`config.mk`:
```
export PLATFORM = sky130hd
export DESIGN_NAME = pmp_chk_size
export DESIGN_NICKNAME = d
export VERILOG_FILES = /design/src/rtl/pmp_chk_size.sv
export SDC_FILE = /design/constraint.sdc
export NUM_CORES = 1
export LEC_CHECK = 0
export ABC_AREA = 0
export ABC_CLOCK_PERIOD_IN_PS = 7150
export BUFFER_PORTS_ARGS = -buffer_cell sky130_fd_sc_hd__clkbuf_2
export CAP_MARGIN = 15
export CORE_UTILIZATION = 45
export DETAILED_ROUTE_END_ITERATION = 10
export PLACE_DENSITY = 0.77
export SYNTH_ARGS = -nofsm -noshare
export SYNTH_HDL_FRONTEND = slang
export SYNTH_SLANG_ARGS = --single-unit
```
`constraint.sdc`:
```
create_clock -name vclk -period 7.15
set_input_delay 1.43 -clock vclk [all_inputs]
set_output_delay 1.43 -clock vclk [all_outputs]
set_load 0.02 [all_outputs]
```
`src/rtl/pmp_chk_size.sv`:
```
// Computes the address of the last byte of an access. A zero length is
// replaced by a word length, or by the rest of the page when paging is on.
// Assumes PAGE_BITS < AW. Wrap-around is modulo 2^AW.
module pmp_chk_size #(
    parameter int AW         = 32,
    parameter int PAGE_BITS  = 12,
    parameter int WORD_BYTES = 4
) (
    input  logic [AW-1:0] addr,
    input  logic [AW-1:0] size,
    input  logic          paging,
    output logic [AW-1:0] last
);
    localparam logic [AW-1:0] PAGE_LEN = AW'(1) << PAGE_BITS;
    localparam logic [AW-1:0] WORD_LEN = AW'(WORD_BYTES);

    logic [AW-1:0] page_off;
    logic [AW-1:0] eff_len;

    // Pick the effective length and form the last byte address.
    always_comb begin
        page_off = {{(AW-PAGE_BITS){1'b0}}, addr[PAGE_BITS-1:0]};
        if (size != '0)
            eff_len = size;
        else if (paging)
            eff_len = PAGE_LEN - page_off;
        else
            eff_len = WORD_LEN;
        last = addr + eff_len - AW'(1);
    end
endmodule

```
==> results_dict.tcl, run 1 <==
set metrics [dict create \
    dominant_combinational_cell_family_by_area_after_synthesis "adder cells" \
    hold-worst-slack_ps 3300 \
    grt_start_max_net_pins 12 \
    final_antenna_net_count 0 \
    synthAdderAreaFrac_pct 28.5 \
    grt_first_pass_wirelength_um 11300 \
    die_w_um 80.8 \
    p_sw_share_pct 61.5 \
    fin_util_pct 56.0 \
    sequential_cell_area_um2 0 \
    io_buffer_count 97 \
    placed_cells_incl_taps 590 \
    netlist_area_um2 2800 \
    cts.repair_timing.setup_buffer_count 0 \
    worstPathCellList "clkbuf_2 -> nor4_1 -> nand4_1 -> nor3_1 -> and2_1 -> buf_4 -> a21oi_1 -> ha_1 -> inv_1 -> ha_1 -> a211o_1 -> a31oi_2 -> o21bai_2 -> a211o_1 -> o31a_1 -> a41oi_2 -> o41a_1 -> clkbuf_2" \
    clock_buffers 0 \
    most_frequent_cells_in_the_layout "inv_1 (115), clkbuf_2 (97), ha_1 (62)" \
    design.die.area_um2 6530 \
    met3WireLength_um 411 \
    critical-path-max-stage-delay_ps 450 \
    hold_path_startpoint "size[31]" \
    fmaxAchievable_ghz 0.148 \
    timing.final.crit_period_ps 6770 \
    layout_overhead_on_the_synthesized_area_pct 19.2 \
    drive_gt1_share_pct 20.0 \
    cts-resized-gates 0 \
    combinationalPowerShare_pct 100.0 \
    drt-met1-wl_um 3320 \
    cts_hold_repair.buffers 0 \
    timing.critical_path.depth 18 \
    vdd.ir_drop.worst_uv 77.5 \
    yosys-top-cells-area "ha_1 (28%), inv_1 (15%), a21oi_1 (7.9%), xnor2_1 (7.5%), xor2_1 (4.1%)" \
    layout.cells.non_filler 590 \
    crit_path_start_kind "input pin" \
    wl_um 7120 \
    setup.worst_path.class "input pin to primary output" \
    detailedPlacementHpwl_um 6280 \
    timing.final.crit_share_pct 94.7 \
    fp.coreArea_um2 5960 \
    total_area_of_multi_input_combinational_cells_um2 2310 \
    grt-ovfl-total 0 \
    global_route_usage_over_all_layers_pct 20.8 \
    result_of_the_run "finished clean" \
    dieHeight_um 80.8 \
    netlist.area_leader.share_pct 27.8 \
    cp_slowest_cell "nor4_1" \
    cp_max_fo 11 \
    yosys-mux-area-fraction_pct 0.358 \
    layout_net_count 645 \
    share_seq_of_total_power_pct 0 \
    number_of_cell_rows 28 \
    syn-mean-instance-area_um2 6.53 \
    synth.yosys.seq_area_share_pct 0 \
    clockPowerShare_pct 0 \
    unrepaired_setup_endpoints_after_global_routing "no" \
    synth_compound_gate_area_share_pct 26.4 \
    max_slew_margin_pct 69.2 \
    routabilityCongestion 0.921 \
    cp_num_buf_inv 4 \
    hold_removal_path_class "input pin to primary output" \
    net-switching-power_mw 0.288 \
    grt_pass1_vias 2683 \
    slew_viol_final 0 \
    startpoint "size[18]" \
    fill_cells 615 \
    category_of_the_worst_setup_path_capture_point "primary output" \
    sequential_cells 0 \
    drt-vias-per-instance 5.35 \
    timing.final.hold_violations 0 \
    cp_top_family "compound AO/OA/AOI/OAI gates" \
    ys_types 51 \
    detailroute.via_count 3157 \
    top_layer_used "met3" \
    crit_end "last[26]" \
    synth_simple_gate_area_share_pct 15.9 \
    starting_density_of_the_core_pct 46.9 \
    power_leakage_nw 1.95 \
    power_per_unit_of_standard_cell_area_nw_per_um2 140 \
    syn-instance-count 428 \
    syn_nets 556 \
    number_of_ports_placed_on_the_die_boundary 97 \
    drt_iter0_markers 138 \
    wl_per_cell_um 12.1 \
    final_common_cell "inv_1" \
    grt_antenna_before_repair 0 \
    post-route-drc-count 0 \
    totalNegativeSetupSlack_ps 0 \
    met2RoutedLength_um 3390 \
    timing.hold.worst_path_depth 4 \
    cellInternalPower_mw 0.180 \
    yosys_synthesis_warning_count 0 \
    max-cap-violations 0 \
    timing.final.setup_violations 0 \
    drt_first_pass_iters 4 \
    synth-xor-area-share_pct 11.6 \
    cp_data_required_time_ps 5720 \
    tightestPinTransition_ps 458 \
    synth_top_area_cell "ha_1" \
    worstPathArrival_ps 5340 \
    antenna-diode-count 0 \
]
==> cell type report <==
type | count | area share [%]
Timing Repair Buffer | 98 | 14.8
Multi-Input combinational cell | 301 | 69.3
Inverter | 116 | 13.1
Tap cell | 75 | 2.82
==> kinds of logic after synthesis <==
group	count (synthesis)
adders and majority gates	63
AOI/OAI and AO/OA	114
xor gates and xnor gates	37
muxes	1
buffers and inverters	127
and+or+nand+nor	86
==> routing by layer <==
metal  vias to the layer above  GRT usage [%]
met5                         -              0
met4                         0           1.07
met3                         0          0.562
met2                       101           37.3
met1                      1424           28.8
li1                       1632              -
==> worst min-delay path: stages <==
cell and delay, ps:
clkbuf_2 100, xnor2_1 130, xnor2_1 60, clkbuf_2 150
==> worst min-delay path by stage <==
stage,to,slack (ps)
5_1_grt,last[31],3340
2_1_floorplan,last[31],3120
3_3_place_gp,last[31],3300
3_5_place_dp,last[31],3310
6_report,last[31],3300
4_1_cts,last[31],3310
==> power by group through the flow <==
| stage | clock, mW | sequential [mW] | combinational (mW) |
|---|---|---|---|
| floorplan | 0 | 0 | 0.333 |
| global placement | 0 | 0 | 0.458 |
| detailed placement | 0 | 0 | 0.464 |
| CTS | 0 | 0 | 0.467 |
| global route | 0 | 0 | 0.513 |
| finish | 0 | 0 | 0.468 |
==> stage by stage <==
step | cell area [µm²] | total power [mW] | setup slack [ps]
3_5_place_dp | 3330 | 0.464 | 372
4_1_cts | 3330 | 0.467 | 345
2_1_floorplan | 2800 | 0.333 | 874
5_1_grt | 3330 | 0.513 | 81.9
6_report | 3330 | 0.468 | 381
3_3_place_gp | 3330 | 0.458 | 482
==> Yosys cell counts, drive strengths merged (4+ instances only) <==
cell type	n
nand4	5
xor2	13
o21bai	5
nand2	19
o21ai	17
clkbuf	7
a31oi	5
xnor2	24
a21oi	44
nor4	10
and2	4
a21o	9
nor3	8
o21a	6
and3	7
o211ai	6
inv	116
buf	4
nor2	16
ha	62
nand3	5
Power figures use the tool's default switching activity.
==> run 2, diff against run 1 <==
Settings changed: CORE_ASPECT_RATIO set to 1.5.
==> run 2 against run 1 <==
  * Sequential cell count is the same
  * Via count grew 0.19%
  * Setup slack lost 81 ps
  * Non-clock buffer count is the same
  * Cell area shrank 0.11%
  * First-iteration DRC count grew 15%
  * Critical path depth is the same
  * Utilization grew 0.34 points
  * Wire length shrank 0.97%
  * Largest power group unchanged
==> results_dict.tcl, run 2 (synthesized netlist as in run 1, its figures left out) <==
set metrics [dict create \
    result_of_the_run "finished clean" \
    die_w_um 66.4 \
    io_buffer_count 97 \
    startpoint "size[26]" \
    worstPathArrival_ps 5420 \
    hold_path_startpoint "addr[0]" \
    power_per_unit_of_standard_cell_area_nw_per_um2 140 \
    timing.final.crit_share_pct 95.8 \
    wl_per_cell_um 12.0 \
    hold-worst-slack_ps 3350 \
    drive_gt1_share_pct 20.0 \
    design.die.area_um2 6540 \
    grt_first_pass_wirelength_um 11900 \
    tightestPinTransition_ps 503 \
    number_of_cell_rows 34 \
    wl_um 7050 \
    grt_pass1_vias 2902 \
    global_route_usage_over_all_layers_pct 22.0 \
    max_slew_margin_pct 66.3 \
    cp_max_fo 11 \
    final_antenna_net_count 0 \
    starting_density_of_the_core_pct 47.3 \
    drt_first_pass_iters 4 \
    category_of_the_worst_setup_path_capture_point "primary output" \
    antenna-diode-count 0 \
    slew_viol_final 0 \
    cts-resized-gates 0 \
    fill_cells 610 \
    sequential_cell_area_um2 0 \
    max-cap-violations 0 \
    setup_ws_ps 299 \
    finalPower_mw 0.465 \
    timing.final.hold_violations 0 \
    drt-vias-per-instance 5.39 \
    dieHeight_um 98.5 \
    cts.repair_timing.setup_buffer_count 0 \
    cp_data_required_time_ps 5720 \
    totalNegativeSetupSlack_ps 0 \
    most_frequent_cells_in_the_layout "inv_1 (115), clkbuf_2 (97), ha_1 (62)" \
    layout_overhead_on_the_synthesized_area_pct 19.1 \
    clock_buffers 0 \
    pre_cts_slack_ps 343 \
    fmaxAchievable_ghz 0.146 \
    layout_net_count 645 \
    crit_end "last[26]" \
    detailroute.via_count 3163 \
    grt_antenna_before_repair 0 \
    power_leakage_nw 1.95 \
    setup.worst_path.class "input pin to primary output" \
    crit_path_start_kind "input pin" \
    hold_removal_path_class "input pin to primary output" \
    number_of_ports_placed_on_the_die_boundary 97 \
    fin_util_pct 56.3 \
    vdd.ir_drop.worst_uv 123 \
    timing.hold.worst_path_depth 5 \
    timing.final.setup_violations 0 \
    sequential_cells 0 \
    routabilityCongestion 0.918 \
    timing.final.crit_period_ps 6850 \
    unrepaired_setup_endpoints_after_global_routing "no" \
    post-route-drc-count 0 \
    final_common_cell "inv_1" \
    grt-ovfl-total 0 \
    fp.coreArea_um2 5910 \
    cts_hold_repair.buffers 0 \
    detailedPlacementHpwl_um 6220 \
    drt_iter0_markers 159 \
    grt_start_max_net_pins 12 \
]
run 2: cell counts in the layout (fill, tap and decap cells not counted):
Identical to the previous run, type by type.
run 2: power breakdown:
part	leakage [nW]	total (mW)	switching (mW)	internal, mW
clock network	0	0	0	0
logic	1.95	0.465	0.286	0.180
registers	0	0	0	0
run 2: cell type report:
cell class / count / area (µm²) / area share [%]
multi-input cells: 301 / 2310 / 69.4
inverters: 116 / 435 / 13.1
repair buffers: 98 / 493 / 14.8
well taps: 72 / 90.1 / 2.71
run 2: stage by stage:
step	instance area, µm²	instances
after floorplan	2800	428
after global placement	3330	587
after detailed placement	3330	587
after CTS	3330	587
after global routing	3330	587
final	3330	587
run 2: worst min path at each step:
stage	to
detailed placement	last[31]
finish	last[0]
CTS	last[31]
global route	last[31]
global placement	last[31]
floorplan	last[31]
run 2: routing by layer:
metal  global-route usage [%]  up-vias  wire [µm]
met5                        0        -          0
li1                         -     1621          -
met4                     6.06        0        221
met2                     41.2      118       3540
met3                     1.97       18        366
met1                     25.6     1406       2930
run 2: critical path: stages:
cell and delay (ps):
clkbuf_2 100, nor4_1 360, nand4_1 190, nor3_1 250, and2_1 190, buf_4 180
a21oi_1 80, ha_1 270, inv_1 40, ha_1 370, a211o_1 340, a31oi_2 250
o21bai_2 150, a211o_1 400, o31a_1 300, a41oi_2 180, o41a_1 180, clkbuf_2 170
==> run 3, diff against run 2 <==
Settings changed: ABC_CLOCK_PERIOD_IN_PS 7150 to 8100.
Clock period 7.15 ns to 8.1 ns, I/O delays scaled along.
==> run 3 against run 2 <==
  * Clock-buffer cell count is the same
  * Final cell count shrank 0.17%
  * Non-clock buffer count shrank 1
  * Setup slack gained 240 ps
  * First-iteration DRC count grew 0.63%
  * Highest routed layer unchanged
==> results_dict.tcl, run 3 (synthesized netlist as in run 1, its figures left out) <==
set metrics [dict create \
    drt_iter0_markers 160 \
    timing.final.crit_share_pct 93.4 \
    worstPathCellList "clkbuf_2 -> nor4_1 -> nand4_1 -> nor3_1 -> and2_1 -> a21oi_1 -> ha_1 -> inv_1 -> ha_1 -> fa_1 -> a21oi_1 -> o21ai_1 -> a311o_1 -> a41o_1 -> a21o_1 -> a21oi_1 -> xnor2_1 -> clkbuf_2" \
    detailroute.via_count 3120 \
    wl_per_cell_um 12.0 \
    hold_removal_path_class "input pin to primary output" \
    global_route_usage_over_all_layers_pct 21.4 \
    crit_end "last[17]" \
    power_per_unit_of_standard_cell_area_nw_per_um2 123 \
    cp_top_family "compound AO/OA/AOI/OAI gates" \
    routabilityCongestion 0.889 \
    most_frequent_cells_in_the_layout "inv_1 (115), clkbuf_2 (97), ha_1 (62)" \
    cellInternalPower_mw 0.159 \
    slew_viol_final 0 \
    timing.final.crit_period_ps 7560 \
    drt-vias-per-instance 5.32 \
    clockPowerShare_pct 0 \
    worstPathArrival_ps 5940 \
    grt_antenna_before_repair 0 \
    unrepaired_setup_endpoints_after_global_routing "no" \
    io_buffer_count 97 \
    cp_num_buf_inv 3 \
    fp.coreArea_um2 5910 \
    detailedPlacementHpwl_um 6270 \
    fmaxAchievable_ghz 0.132 \
    p_sw_share_pct 61.3 \
    layout_net_count 644 \
    sequential_cell_area_um2 0 \
    combinationalPowerShare_pct 100.0 \
    design.die.area_um2 6540 \
    grt_first_pass_wirelength_um 11600 \
    vdd.ir_drop.worst_uv 70.7 \
    cts-resized-gates 0 \
    dieHeight_um 98.5 \
    post-route-drc-count 0 \
    timing.final.hold_violations 0 \
    grt-ovfl-total 0 \
    final_common_cell "inv_1" \
    tightestPinTransition_ps 481 \
    drt_first_pass_iters 4 \
    max_slew_margin_pct 67.7 \
    share_seq_of_total_power_pct 0 \
    critical-path-max-stage-delay_ps 450 \
    totalNegativeSetupSlack_ps 0 \
    cts.repair_timing.setup_buffer_count 0 \
    power_leakage_nw 1.94 \
    drive_gt1_share_pct 19.8 \
    final_antenna_net_count 0 \
    antenna-diode-count 0 \
    layout_overhead_on_the_synthesized_area_pct 18.8 \
    cts_hold_repair.buffers 0 \
    clock_buffers 0 \
    cp_max_fo 12 \
    number_of_cell_rows 34 \
    placed_cells_incl_taps 586 \
    starting_density_of_the_core_pct 47.3 \
    critical_path.most_common_cell "a21oi_1" \
    grt_start_max_net_pins 13 \
    number_of_ports_placed_on_the_die_boundary 97 \
    layout.cells.non_filler 586 \
    fill_cells 608 \
    crit_path_start_kind "input pin" \
    category_of_the_worst_setup_path_capture_point "primary output" \
    cp_slowest_cell "a311o_1" \
    max-cap-violations 0 \
    startpoint "size[26]" \
    cp_data_required_time_ps 6480 \
    timing.final.setup_violations 0 \
    result_of_the_run "finished clean" \
    grt_pass1_vias 2870 \
    die_w_um 66.4 \
    setup.worst_path.class "input pin to primary output" \
    wl_um 7030 \
    sequential_cells 0 \
    net-switching-power_mw 0.251 \
    timing.critical_path.depth 18 \
]
-- run 3: cell types whose count changed in the layout (fill, tap and decap cells not counted) --
| cell | delta |
|---|---|
| buf_4 | -1 |
-- run 3: through the flow --
step | cell area, µm² | utilization (%) | power (mW) | setup WS [ps] | hold slack [ps]
6_report | 3320 | 56.2 | 0.410 | 537 | 3720
5_1_grt | 3320 | 56.2 | 0.452 | 242 | 3730
4_1_cts | 3320 | 56.2 | 0.411 | 599 | 3720
3_5_place_dp | 3320 | 56.2 | 0.408 | 607 | 3720
3_3_place_gp | 3320 | 56.2 | 0.402 | 671 | 3710
2_1_floorplan | 2800 | - | 0.294 | 1440 | 3500
-- run 3: how the worst min path moves through the flow --
| stage | to | slack [ps] | depth (start not counted) | startpoint |
|---|---|---|---|---|
| 2_1_floorplan | last[31] | 3500 | 2 | size[31] |
| 3_3_place_gp | last[31] | 3710 | 4 | size[31] |
| 3_5_place_dp | last[31] | 3720 | 4 | size[31] |
| 4_1_cts | last[31] | 3720 | 4 | size[31] |
| 5_1_grt | last[31] | 3730 | 4 | size[31] |
| 6_report | last[31] | 3720 | 4 | size[31] |
-- run 3: layer usage --
| layer | global-route usage (%) | wire (µm) | vias to the layer above |
|---|---|---|---|
| li1 | - | - | 1621 |
| met1 | 23.9 | 2900 | 1386 |
| met2 | 42.5 | 3640 | 103 |
| met3 | 1.50 | 361 | 10 |
| met4 | 3.76 | 125 | 0 |
| met5 | 0 | 0 | - |
-- run 3: area by class of cell --
cell class	instances	area [µm²]	share of cell area [%]
multi-input cells	301	2310	69.6
repair buffers	97	485	14.6
inverters	116	435	13.1
well taps	72	90.1	2.71
-- run 3: power groups by stage --
stage / clock network, mW / logic (mW) / registers, mW
after floorplan: 0 / 0.294 / 0
after global placement: 0 / 0.402 / 0
after detailed placement: 0 / 0.408 / 0
after CTS: 0 / 0.411 / 0
after global routing: 0 / 0.452 / 0
final: 0 / 0.410 / 0
-- run 3: tightest hold or removal path: stages --
cell and delay (ps):
clkbuf_2 100, xnor2_1 140, xnor2_1 80, clkbuf_2 160
